[config.mk]
export PLATFORM = sky130hd
export DESIGN_NAME = seg_accum
export DESIGN_NICKNAME = d
export VERILOG_FILES = /design/src/rtl/acc_pkg.sv /design/src/rtl/acc_ctrl.sv /design/src/rtl/acc_in_buf.sv /design/src/rtl/acc_lo_seg.sv /design/src/rtl/acc_hi_seg.sv /design/src/rtl/seg_accum.sv
export SDC_FILE = /design/constraint.sdc
export NUM_CORES = 1
export LEC_CHECK = 0
export CAP_MARGIN = 20
export CORE_ASPECT_RATIO = 1.4
export CORE_MARGIN = 1
export CORE_UTILIZATION = 30
export CTS_CLUSTER_DIAMETER = 200
export DETAILED_ROUTE_END_ITERATION = 10
export PLACE_DENSITY = 0.62
export SLEW_MARGIN = 10
export SYNTH_ARGS = -nofsm -noshare
export SYNTH_HDL_FRONTEND = slang
export SYNTH_SLANG_ARGS = --single-unit
[constraint.sdc]
create_clock -name clk -period 3.5 [get_ports clk]
set_input_delay 0.35 -clock clk [delete_from_list [all_inputs] [get_ports clk]]
set_output_delay 0.35 -clock clk [all_outputs]
set_load 0.05 [all_outputs]
[src/rtl/acc_pkg.sv]
package acc_pkg;

    // Controller phases of one stream
    typedef enum logic [1:0] {
        ST_ACCUM = 2'd0,   // accepting operands
        ST_DRAIN = 2'd1,   // last operand sits in the input buffer
        ST_FLUSH = 2'd2,   // zero operand absorbs the deferred carry
        ST_HOLD  = 2'd3    // sum final and frozen
    } acc_phase_e;

    // Default position of the segment cut
    function automatic int split_point(input int width);
        return width / 2;
    endfunction

endpackage

[src/rtl/acc_ctrl.sv]
module acc_ctrl
    import acc_pkg::*;
(
    input  logic clk,
    input  logic rst,
    input  logic clr,
    input  logic in_valid,
    input  logic in_last,
    output logic accept,
    output logic done
);

    acc_phase_e phase_q;

    always_ff @(posedge clk) begin
        if (rst || clr) begin
            phase_q <= ST_ACCUM;
        end else begin
            unique case (phase_q)
                ST_ACCUM: if (in_valid && in_last) phase_q <= ST_DRAIN;
                ST_DRAIN: phase_q <= ST_FLUSH;
                ST_FLUSH: phase_q <= ST_HOLD;
                ST_HOLD:  phase_q <= ST_HOLD;
                default:  phase_q <= ST_ACCUM;
            endcase
        end
    end

    assign accept = (phase_q == ST_ACCUM) && in_valid && !clr;
    assign done   = (phase_q == ST_HOLD);

    // done follows the final operand after exactly two more edges
    assert_done_delay_R4: assert property (@(posedge clk) disable iff (rst)
        (phase_q == ST_ACCUM && in_valid && in_last && !clr) ##1 !clr ##1 !clr |=> done);

endmodule

[src/rtl/acc_in_buf.sv]
module acc_in_buf #(
    parameter int IN_W  = 16,
    parameter int ACC_W = 32
) (
    input  logic             clk,
    input  logic             rst,
    input  logic             clr,
    input  logic             accept,
    input  logic [IN_W-1:0]  in_data,
    output logic [ACC_W-1:0] op_q
);

    localparam int EXT_W = ACC_W - IN_W;

    logic [ACC_W-1:0] widened;

    generate
        if (EXT_W > 0) begin : g_ext
            assign widened = {{EXT_W{in_data[IN_W-1]}}, in_data};
        end else begin : g_same
            assign widened = in_data;
        end
    endgenerate

    // The buffer holds an operand for one cycle, otherwise zero
    always_ff @(posedge clk) begin
        if (rst || clr)  op_q <= '0;
        else if (accept) op_q <= widened;
        else             op_q <= '0;
    end

endmodule

[src/rtl/acc_lo_seg.sv]
module acc_lo_seg #(
    parameter int W = 16
) (
    input  logic         clk,
    input  logic         rst,
    input  logic         clr,
    input  logic         hold,
    input  logic [W-1:0] opnd,
    output logic [W-1:0] sum_q,
    output logic         carry_q
);

    logic [W:0] wide;

    assign wide = {1'b0, sum_q} + {1'b0, opnd};

    // Lower slice plus the single carry flop at the cut
    always_ff @(posedge clk) begin
        if (rst || clr) begin
            sum_q   <= '0;
            carry_q <= 1'b0;
        end else if (!hold) begin
            sum_q   <= wide[W-1:0];
            carry_q <= wide[W];
        end
    end

endmodule

[src/rtl/acc_hi_seg.sv]
module acc_hi_seg #(
    parameter int W = 16
) (
    input  logic         clk,
    input  logic         rst,
    input  logic         clr,
    input  logic         hold,
    input  logic [W-1:0] opnd,
    input  logic         cin,
    output logic [W-1:0] sum_q
);

    // Upper slice adds its operand bits and last cycle's carry
    always_ff @(posedge clk) begin
        if (rst || clr)  sum_q <= '0;
        else if (!hold)  sum_q <= sum_q + opnd + W'(cin);
    end

endmodule

[src/rtl/seg_accum.sv]
module seg_accum #(
    parameter int ACC_W = 32,
    parameter int IN_W  = 16,
    parameter int LO_W  = acc_pkg::split_point(ACC_W)
) (
    input  logic             clk,
    input  logic             rst,
    input  logic             clr,
    input  logic             in_valid,
    input  logic             in_last,
    input  logic [IN_W-1:0]  in_data,
    output logic [ACC_W-1:0] sum_out,
    output logic             done
);

    localparam int HI_W = ACC_W - LO_W;

    logic             accept;
    logic [ACC_W-1:0] op_q;
    logic [LO_W-1:0]  lo_sum;
    logic [HI_W-1:0]  hi_sum;
    logic             cut_carry;

    acc_ctrl u_ctrl (
        .clk      (clk),
        .rst      (rst),
        .clr      (clr),
        .in_valid (in_valid),
        .in_last  (in_last),
        .accept   (accept),
        .done     (done)
    );

    acc_in_buf #(.IN_W(IN_W), .ACC_W(ACC_W)) u_in_buf (
        .clk     (clk),
        .rst     (rst),
        .clr     (clr),
        .accept  (accept),
        .in_data (in_data),
        .op_q    (op_q)
    );

    acc_lo_seg #(.W(LO_W)) u_lo (
        .clk     (clk),
        .rst     (rst),
        .clr     (clr),
        .hold    (done),
        .opnd    (op_q[LO_W-1:0]),
        .sum_q   (lo_sum),
        .carry_q (cut_carry)
    );

    acc_hi_seg #(.W(HI_W)) u_hi (
        .clk   (clk),
        .rst   (rst),
        .clr   (clr),
        .hold  (done),
        .opnd  (op_q[ACC_W-1:LO_W]),
        .cin   (cut_carry),
        .sum_q (hi_sum)
    );

    assign sum_out = {hi_sum, lo_sum};

    // a finished stream leaves no carry pending at the cut
    assert_no_pending_carry_R3: assert property (@(posedge clk) disable iff (rst)
        done |-> !cut_carry);

    // clear empties the accumulator and drops done
    assert_clear_zero_R6: assert property (@(posedge clk) disable iff (rst)
        clr |=> (sum_out == '0 && !done));

    // the frozen sum is not disturbed by further input
    assert_hold_stable_R7: assert property (@(posedge clk) disable iff (rst)
        (done && !clr) |=> ($stable(sum_out) && done));

endmodule

==> results of run 1 <==
==> cell usage in the layout, fill, tap and decap left out, drive strengths merged, types with 3 or more instances in the layout <==
| cell | instances |
|---|---|
| a221o | 3 |
| clkbuf | 6 |
| nand3 | 8 |
| or3 | 3 |
| nand2 | 45 |
| nor4 | 4 |
| fa | 3 |
| nand2b | 3 |
| xnor2 | 7 |
| ha | 30 |
| a211oi | 15 |
| nor3 | 8 |
| o21a | 8 |
| and3 | 3 |
| nor2 | 36 |
| clkdlybuf4s50 | 53 |
| o21ai | 20 |
| a31oi | 3 |
| inv | 9 |
| a21oi | 32 |
| o21bai | 5 |
| a21o | 12 |
| dfxtp | 51 |
| o311ai | 3 |
| and2 | 19 |
| buf | 7 |
==> worst min path at each step <==
stage,endpoint,slack [ns],cells after the start
CTS,u_lo.sum_q[0]$_SDFFE_PP0N_,0.47,2
finish,u_lo.sum_q[0]$_SDFFE_PP0N_,0.47,2
detailed placement,u_lo.sum_q[0]$_SDFFE_PP0N_,0.47,2
floorplan,u_in_buf.op_q[0]$_SDFF_PP0_,0.47,1
global route,u_hi.sum_q[8]$_SDFFE_PP0N_,0.50,2
global placement,u_lo.sum_q[0]$_SDFFE_PP0N_,0.46,2
==> metrics by stage <==
| stage | instances | worst slack, ns | power [mW] |
|---|---|---|---|
| global route | 571 | 0.688 | 1.40 |
| detailed placement | 563 | 0.948 | 0.742 |
| global placement | 563 | 0.996 | 0.740 |
| CTS | 571 | 0.908 | 1.37 |
| finish | 571 | 0.924 | 1.35 |
| floorplan | 378 | 0.858 | 0.689 |
==> routing by layer <==
metal | GRT usage [%] | vias up
met5 | 0 | -
met4 | 6.35 | 0
met3 | 2.40 | 14
met2 | 29.8 | 57
met1 | 16.3 | 1359
li1 | - | 1497
==> worst max-delay path, cell delays in order, from the launching register on <==
cell,delay [ns]
dfxtp_1,0.35
buf_4,0.26
inv_1,0.11
fa_1,0.41
nand2b_1,0.18
a21oi_1,0.23
o2111ai_1,0.25
a211o_1,0.37
a211o_1,0.26
o211ai_1,0.07
==> registers in the layout, indices dropped and copies added, names as in the netlist <==
name / cells
u_lo.sum_q: 16
u_ctrl.phase_q: 2
u_lo.carry_q: 1
u_in_buf.op_q: 16
u_hi.sum_q: 16
==> cell families after synthesis <==
group	after synthesis
fa+ha+maj	33
flops	51
simple gates	134
compound gates	126
xor+xnor	9
mux	2
buf+inv	23
==> area by class of cell <==
| class | count | area share (%) |
|---|---|---|
| clock buffer | 6 | 3.18 |
| clock inverter | 2 | 1.48 |
| inverter | 10 | 0.926 |
| multi-input combinational | 304 | 50.6 |
| sequential | 51 | 25.2 |
| tap | 138 | 4.26 |
| timing repair buffer | 60 | 14.4 |
==> power by group through the flow <==
stage	registers [mW]	clock network, mW	logic (mW)
4_1_cts	0.599	0.642	0.130
3_3_place_gp	0.612	0	0.127
2_1_floorplan	0.631	0	0.0576
5_1_grt	0.600	0.662	0.141
6_report	0.599	0.625	0.129
3_5_place_dp	0.613	0	0.129
==> metrics.md, run 1 <==
| Metric | Value |
|---|---|
| Fill count | 1059 |
| Hold_sp | u_lo.sum_q[0]$_SDFFE_PP0N_ |
| Longest Clk Path Bufs | 2 |
| Multiplexer share of the synthesized area | 0.634% |
| Share of cells above drive strength 1 | 5.54% |
| Hold_ws | 0.475 ns |
| Average wire per standard cell | 13.8 µm |
| Main combinational cell family by area after synthesis | compound AO/OA/AOI/OAI gates |
| WL met3 | 211 µm |
| CTS tree | done |
| Critical Path Fanout Max | 19 |
| Post-synth EDFFs | 0 |
| Worst-margin pin slew | 0.537 ns |
| Fin. Hold Viols | 0 |
| Reg-to-Reg Start | u_in_buf.op_q[15]$_SDFF_PP0_ |
| Area of the multi-input gates | 2050 µm² |
| Top cell type by total area after synthesis | dfxtp_1 |
| Net Sw Power | 0.293 mW |
| Pwr Density | 334 nW/µm² |
| GP Congestion | 0.876 |
| Leak | 1.69 nW |
| CP Class | flip-flop to flip-flop |
| Post-synth top area share | 32.3% |
| Iter 0 DRT Violations | 99 |
| Number of global-route vias before repair | 2879 |
| Mapped Area | 3160 µm² |
| Final HPWL DP | 5860 µm |
| Synthesized area per cell | 8.36 µm² |
| # port buffers | 53 |
| Number of buffers created by CTS | 5 |
| Total of max-cap violations | 0 |
| Die area | 11000 µm² |
| Via Count | 2927 |
| Layout Nets | 486 |
| Slew Limit Fails | 0 |
| Final setup fails | 0 |
| # hold bufs at CTS | 0 |
| Number of antenna diodes | 0 |
| First-pass DRT Iterations | 4 |
| Htree depth | 2 |
| Worst hold path class | flip-flop to flip-flop |
| Final period utilization | 73.6% |
| Number of remaining DRC errors | 0 |
| Syn nets | 432 |
| Startpoint types | flip-flop |
| Met2 wire length | 4210 µm |
| Maximum vdd drop | 191 µV |
| Total routed wirelength | 7900 µm |
| Setup slack, reg-to-reg | 0.92 ns |
| CTS sink count | 51 |
| CP endpoint kind | flip-flop |
| FFs w/ async S/R, synth | 0% |
| FF-to-FF path depth | 9 |
| Most common library cells after synthesis | dfxtp_1 (51), nand2_1 (45), nor2_1 (36) |
| Post-CTS sizing | 0 |
| Site row count | 44 |
| Synth Warn # | 0 |
| Clock share of power | 46.2% |
| Placed cell areas | 3870 µm² |
| Top cells by area, synth | dfxtp_1 (32%), ha_1 (12%), nand2_1 (5.3%) |
| Crit path to | u_hi.sum_q[12]$_SDFFE_PP0N_ |
| Combinational Power Share | 9.5% |
| Unrepaired setup endpoints after global routing | no |
| Seq/Total Area, Yosys | 32.3% |
| CTS root buf | clkbuf_16 |
| Seq. cell area | 1020 µm² |
| Total track usage | 15.5% |
| Die X | 88.7 µm |
| Max frequency | 388 MHz |
| Gr ovfl total | 0 |
| Clock Latency Late Sink | 0.29 ns |
| Io pins | 54 |
| Cell variety after synth | 57 |
| Status | completed |
| Setup crit start | u_in_buf.op_q[15]$_SDFF_PP0_ |
| Largest net degree at the start of global routing | 25 |
| Worst Path Arrival | 2.79 ns |
| Post-Route Utilization | 39.4% |
| Worst path required time | 3.72 ns |
| Cell area after layout | 4060 µm² |
| M1 WL | 3270 µm |
| Sequential Power Share | 44.3% |
| Simple logic cell fraction of the synthesized area | 20.0% |
| Post-CTS Setup Bufs | 0 |
| Synth Area in Compound Gates | 28.1% |
| Xor and xnor fraction of the mapped netlist area | 2.50% |
| Cells after Synth | 378 |
| Global-route wire length before repair | 13300 µm |
| Top Metal Used | met4 |
| Die Ht | 123 µm |
| Setup TNS | 0 ns |
| Sw Share | 21.7% |
| Min Clock Period, post-route | 2.58 ns |
| Antenna-violating nets left | 0 |
| Pint | 1.06 mW |
| Initial antenna violation count | 0 |
| Clock Skew | 0.00486 ns |
| Ys flop type | dfxtp_1 |
| Vias per cell | 5.13 |
| R2R Path End | u_hi.sum_q[12]$_SDFFE_PP0N_ |
| Starting Density | 30.7% |
| Clk slew on worst S/H paths | 0.07 ns |
| CORE AREA | 10300 µm² |
| Number of synthesized register bits | 51 |
| Top-count cell post-synth | dfxtp_1 |
| Layout area overhead | 28.4% |
| Slew headroom | 64.1% |
| Adder-cell share of the synthesized area | 13.8% |
Note: power is estimated with default switching activity, not from simulation.
==> run 2: changes to the inputs <==
PLACE_DENSITY = 0.64   (was 0.62)
clock period = 2.07 ns   (was 3.5 ns; I/O delays follow)
==> metrics.md, run 2 (synthesized netlist as in run 1, its figures left out) <==
| Metric | Value |
|---|---|
| Final cell count without fillers | 622 (was 571) |
| CTS root buf | clkbuf_16 (unchanged) |
| Clock Skew | 0.00709 ns (was 0.00486 ns) |
| Io pins | 54 (unchanged) |
| Worst-margin pin slew | 0.511 ns (was 0.537 ns) |
| Die Ht | 123 µm (unchanged) |
| Total routed wirelength | 8890 µm (was 7900 µm) |
| Die X | 88.7 µm (unchanged) |
| Average wire per standard cell | 14.3 µm (was 13.8 µm) |
| Initial antenna violation count | 0 (unchanged) |
| Startpoint types | flip-flop (unchanged) |
| Gr ovfl total | 0 (unchanged) |
| CTS tree | done (unchanged) |
| Commonest non-fill, non-tap cell in the layout | buf_4 (was clkdlybuf4s50_1) |
| Final period utilization | 113% (was 73.6%) |
| Crit-path leading delay family | compound AO/OA/AOI/OAI gates (unchanged) |
| Max frequency | 428 MHz (was 388 MHz) |
| Crit path cell chain | ha_4 -> fa_2 -> a211oi_2 -> nor2_2 -> o31a_4 -> a221oi_4 -> o21ai_1 -> a221o_1 (was buf_4 -> inv_1 -> fa_1 -> nand2b_1 -> a21oi_1 -> o2111ai_1 -> a211o_1 -> a211o_1 -> o211ai_1) |
| Number of buffers created by CTS | 5 (unchanged) |
| Status | complete, but fails checks (was completed) |
| Htree depth | 2 (unchanged) |
| Number of global-route vias before repair | 3229 (was 2879) |
| Global-route wire length before repair | 14300 µm (was 13300 µm) |
| Clock Latency Late Sink | 0.30 ns (was 0.29 ns) |
| Post-Route Utilization | 46.8% (was 39.4%) |
| Starting Density | 30.7% (unchanged) |
| Worst path required time | 2.25 ns (was 3.72 ns) |
| CTS sink count | 51 (unchanged) |
| Longest Clk Path Bufs | 2 (unchanged) |
| Via Count | 3181 (was 2927) |
| Min Clock Period, post-route | 2.34 ns (was 2.58 ns) |
| Top Registers | u_hi.sum_q x16, u_in_buf.op_q x16, u_lo.sum_q x16 (unchanged) |
| Final WS setup | -0.265 ns (was 0.924 ns) |
| GP Congestion | 0.889 (was 0.876) |
| Hold_ws | 0.468 ns (was 0.475 ns) |
| Most used routing layer | met2 (unchanged) |
| Met3 Usage GRT | 2.20% (was 2.40%) |
| Unrepaired setup endpoints after global routing | yes (was no) |
| Failing checks | setup timing |
| Total track usage | 16.7% (was 15.5%) |
| Leak | 1.97 nW (was 1.69 nW) |
| Total of max-cap violations | 0 (unchanged) |
| Antenna-violating nets left | 0 (unchanged) |
| Maximum vdd drop | 335 µV (was 191 µV) |
| Fill count | 1003 (was 1059) |
| Critical Path Fanout Max | 4 (was 19) |
| CP Class | flip-flop to flip-flop (unchanged) |
| Die area | 11000 µm² (unchanged) |
| Met2 Track Usage GR | 32.6% (was 29.8%) |
| # port buffers | 53 (unchanged) |
| CORE AREA | 10300 µm² (unchanged) |
| Worst hold path class | input pin to flip-flop (was flip-flop to flip-flop) |
| CP endpoint kind | flip-flop (unchanged) |
| Fin. Hold Viols | 0 (unchanged) |
| Slew headroom | 65.8% (was 64.1%) |
| First-pass DRT Iterations | 4 (unchanged) |
| Layout area overhead | 52.4% (was 28.4%) |
| Slew Limit Fails | 0 (unchanged) |
| Site row count | 44 (unchanged) |
| Number of antenna diodes | 0 (unchanged) |
| Iter 0 DRT Violations | 96 (was 99) |
| Share of cells above drive strength 1 | 29.3% (was 5.54%) |
| Final HPWL DP | 6530 µm (was 5860 µm) |
| WP buf/inv | 0 (was 2) |
| Cells after DPL | 605 (was 563) |
| Commonest cells after routing, fill and taps aside | buf_4 (55), clkdlybuf4s50_1 (52), nand2_1 (42), nor2_1 (34), dfxtp_1 (33) (was clkdlybuf4s50_1 (53), dfxtp_1 (51), nand2_1 (45), nor2_1 (36), a21oi_1 (32)) |
| Slowest cell on crit path | fa_2 (was fa_1) |
| Final setup fails | 12 (was 0) |
| Number of remaining DRC errors | 0 (unchanged) |
| Layout Nets | 537 (was 486) |
| Worst stage delay on the critical path | 0.37 ns (was 0.41 ns) |
| Met1 usage | 17.6% (was 16.3%) |
| Vias per cell | 5.11 (was 5.13) |
| Clk slew on worst S/H paths | 0.07 ns (about the same) |
| Worst Path Arrival | 2.52 ns (was 2.79 ns) |
| Largest net degree at the start of global routing | 21 (was 25) |
| Pwr Density | 461 nW/µm² (was 334 nW/µm²) |
## run 2: cell types whose count changed in the layout (fill, tap and decap cells not counted), sizes merged
cell | before | now
bufinv | 2 | 1
clkbuf | 6 | 5
clkinv | 1 | 3
buf | 7 | 59
clkdlybuf4s50 | 53 | 52
## run 2: area by class of cell
type / count / area (µm²) / share of cell area (%)
Clock buffer: 5 / 125 / 2.60
Clock inverter: 3 / 38.8 / 0.806
Inverter: 10 / 37.5 / 0.780
Multi-Input combinational cell: 304 / 2400 / 49.8
Sequential cell: 51 / 1060 / 21.9
Tap cell: 138 / 173 / 3.59
Timing Repair Buffer: 111 / 987 / 20.5
## run 2: worst paths after layout
kind / slack, ns / from / cells after the start / endpoint
min: 0.47 / in_data[4] / 2 / u_in_buf.op_q[4]$_SDFF_PP0_
min reg2reg: 0.47 / u_hi.sum_q[6]$_SDFFE_PP0N_ / 2 / u_hi.sum_q[6]$_SDFFE_PP0N_
max reg2reg: -0.27 / u_lo.sum_q[0]$_SDFFE_PP0N_ / 8 / u_lo.sum_q[14]$_SDFFE_PP0N_
max: -0.27 / u_lo.sum_q[0]$_SDFFE_PP0N_ / 8 / u_lo.sum_q[14]$_SDFFE_PP0N_
## run 2: metal layers
layer | part of all wire (%) | wire (µm) | up-vias
met1 | 39 | 3480 | 1496
met5 | 0 | 0 | -
li1 | - | - | 1600
met3 | 3.4 | 299 | 15
met2 | 55 | 4900 | 70
met4 | 2.3 | 204 | 0
## run 2: report_power, final
group          switching (mW)  total, mW  internal [mW]
clock                   0.385      0.950          0.565
sequential             0.0142       1.01          0.995
combinational           0.138      0.262          0.124
total                   0.538       2.22           1.68
## run 2: per-stage QoR
step	TNS, ns	instance area, µm²	worst slack (ns)	power (mW)
final	-1.61	4810	-0.265	2.22
after global routing	-2.61	4810	-0.353	2.30
after CTS	-1.54	4560	-0.277	2.23
after detailed placement	-2.29	4260	-0.318	1.27
after global placement	-1.65	4260	-0.243	1.27
after floorplan	-0.929	3240	-0.226	1.16
## run 2: what timing repair did
action | 4_1_cts | 5_1_grt
cloned | 0 | 0
buffers inserted | 5 | 4
pin swaps | 13 | 15
endpoints found under the setup margin | 19 | 17
hold buffers | 0 | 0
resized for setup | 25 | 42
==> run 3: changes to the inputs <==
CELL_PAD_IN_SITES_DETAIL_PLACEMENT = 0   (was default)
CELL_PAD_IN_SITES_GLOBAL_PLACEMENT = 1   (was default)
PLACE_DENSITY = 0.78   (was 0.64)
==> metrics.md, run 3 (synthesized netlist as in run 1, its figures left out) <==
| Metric | Value |
|---|---|
| Gr ovfl total | 0 (unchanged) |
| Slew headroom | 64.6% (was 65.8%) |
| Commonest cells after routing, fill and taps aside | buf_4 (67), clkdlybuf4s50_1 (52), nand2_1 (44), nor2_1 (35), dfxtp_1 (33) (was buf_4 (55), clkdlybuf4s50_1 (52), nand2_1 (42), nor2_1 (34), dfxtp_1 (33)) |
| Number of global-route vias before repair | 3120 (was 3229) |
| Average wire per standard cell | 14.2 µm (was 14.3 µm) |
| Clock Skew | 0.00403 ns (was 0.00709 ns) |
| Fill count | 1004 (was 1003) |
| Final setup fails | 13 (was 12) |
| Global-route wire length before repair | 14300 µm (about the same) |
| CP endpoint kind | flip-flop (unchanged) |
| Fin. Hold Viols | 0 (unchanged) |
| Maximum vdd drop | 398 µV (was 335 µV) |
| Max frequency | 442 MHz (was 428 MHz) |
| Worst path required time | 2.26 ns (was 2.25 ns) |
| Pwr Density | 492 nW/µm² (was 461 nW/µm²) |
| Critical Path Fanout Max | 4 (unchanged) |
| Setup TNS | -1.16 ns (was -1.61 ns) |
| CTS tree | done (unchanged) |
| Cells after DPL | 617 (was 605) |
| GP Congestion | 0.867 (was 0.889) |
| Initial antenna violation count | 0 (unchanged) |
| Crit path cell chain | ha_4 -> fa_2 -> a211oi_2 -> nor2_2 -> o31a_4 -> a221oi_4 -> o21ai_1 -> a221o_1 (unchanged) |
| Share of cells above drive strength 1 | 28.6% (was 29.3%) |
| Total routed wirelength | 8950 µm (was 8890 µm) |
| Htree depth | 2 (unchanged) |
| Die X | 88.7 µm (unchanged) |
| Status | complete, but fails checks (unchanged) |
| Top Registers | u_hi.sum_q x16, u_in_buf.op_q x16, u_lo.sum_q x16 (unchanged) |
| Final period utilization | 109% (was 113%) |
| Unrepaired setup endpoints after global routing | yes (unchanged) |
| Dpl ws | -0.177 ns (was -0.318 ns) |
| Worst Path Arrival | 2.45 ns (was 2.52 ns) |
| Io pins | 54 (unchanged) |
| Startpoint types | flip-flop (unchanged) |
| Worst hold path class | flip-flop to flip-flop (was input pin to flip-flop) |
| Crit-path leading delay family | compound AO/OA/AOI/OAI gates (unchanged) |
| Longest Clk Path Bufs | 2 (unchanged) |
| WP buf/inv | 0 (unchanged) |
| Iter 0 DRT Violations | 141 (was 96) |
| CTS sink count | 51 (unchanged) |
| Layout Nets | 546 (was 537) |
| CTS root buf | clkbuf_16 (unchanged) |
| Die area | 11000 µm² (unchanged) |
| Total of max-cap violations | 0 (unchanged) |
| Leak | 2.03 nW (was 1.97 nW) |
| Number of buffers created by CTS | 5 (unchanged) |
| CORE AREA | 10300 µm² (unchanged) |
| Slowest cell on crit path | fa_2 (unchanged) |
| Via Count | 3174 (was 3181) |
| Clock Latency Late Sink | 0.29 ns (was 0.30 ns) |
| Largest net degree at the start of global routing | 21 (unchanged) |
| Worst stage delay on the critical path | 0.36 ns (was 0.37 ns) |
| Failing checks | setup timing (unchanged) |
| Antenna-violating nets left | 0 (unchanged) |
| Worst-margin pin slew | 0.529 ns (was 0.511 ns) |
| Clk slew on worst S/H paths | 0.07 ns (about the same) |
| Number of remaining DRC errors | 0 (unchanged) |
| Final HPWL DP | 6700 µm (was 6530 µm) |
| Min Clock Period, post-route | 2.26 ns (was 2.34 ns) |
| CP Class | flip-flop to flip-flop (unchanged) |
| First-pass DRT Iterations | 4 (unchanged) |
| Final WS setup | -0.190 ns (was -0.265 ns) |
| Vias per cell | 5.03 (was 5.11) |
| Number of antenna diodes | 0 (unchanged) |
| Layout area overhead | 51.2% (was 52.4%) |
| Final cell count without fillers | 631 (was 622) |
| # port buffers | 53 (unchanged) |
| Die Ht | 123 µm (unchanged) |
| Starting Density | 30.7% (unchanged) |
| Commonest non-fill, non-tap cell in the layout | buf_4 (unchanged) |
| Site row count | 44 (unchanged) |
| Total track usage | 17.1% (was 16.7%) |
| Slew Limit Fails | 0 (unchanged) |
==> run 3: per-layer routing <==
metal	vias to the layer above	track usage [%]	part of all wire (%)	routed length, µm
met5	-	0	0	0
met4	0	6.45	2.2	197
met3	15	2.94	2.5	222
met2	57	32.7	56	4990
met1	1490	18.1	40	3540
li1	1612	-	-	-
==> run 3: final timing paths <==
path	startpoint	to	slack (ns)	depth (start not counted)
worst min-delay path	u_hi.sum_q[9]$_SDFFE_PP0N_	u_hi.sum_q[9]$_SDFFE_PP0N_	0.46	2
worst min register to register	u_hi.sum_q[9]$_SDFFE_PP0N_	u_hi.sum_q[9]$_SDFFE_PP0N_	0.46	2
worst max-delay path	u_lo.sum_q[0]$_SDFFE_PP0N_	u_lo.sum_q[14]$_SDFFE_PP0N_	-0.19	8
worst max register to register	u_lo.sum_q[0]$_SDFFE_PP0N_	u_lo.sum_q[14]$_SDFFE_PP0N_	-0.19	8
==> run 3: where the power goes <==
part	internal (mW)	leakage [nW]	switching, mW	total (mW)
clock	0.693	0.0900	0.389	1.08
combinational	0.126	1.51	0.134	0.260
sequential	0.995	0.423	0.0137	1.01
==> run 3: metrics by stage <==
| step | utilization (%) | cell area (µm²) | hold slack, ns | power, mW |
|---|---|---|---|---|
| finish | 46.4 | 4780 | 0.459 | 2.35 |
| global route | 46.4 | 4780 | 0.470 | 2.45 |
| CTS | 44.9 | 4620 | 0.458 | 2.37 |
| detailed placement | 42.3 | 4350 | 0.456 | 1.28 |
| global placement | 42.3 | 4350 | 0.447 | 1.28 |
| floorplan | - | 3240 | 0.328 | 1.16 |
==> run 3: layout make-up <==
cell class	count	area (µm²)	area share, %
multi-input combinational	304	2280	47.8
sequential	51	1060	22.1
timing repair buffer	120	1030	21.7
tap	138	173	3.62
clock buffer	5	125	2.62
clock inverter	3	67.6	1.41
inverter	10	37.5	0.786
==> run 3: repair_timing <==
item                                    CTS  global route
buffers inserted                          2             4
pin swaps                                 5            13
resized for setup                        17            28
endpoints found under the setup margin   21            20
hold buffers                              0             0
cloned                                    0             0
==> run 3: worst min-delay path: stages (launching register included) <==
cell     delay, ns
dfxtp_2       0.33
nand2_1       0.05
o21ai_1       0.05
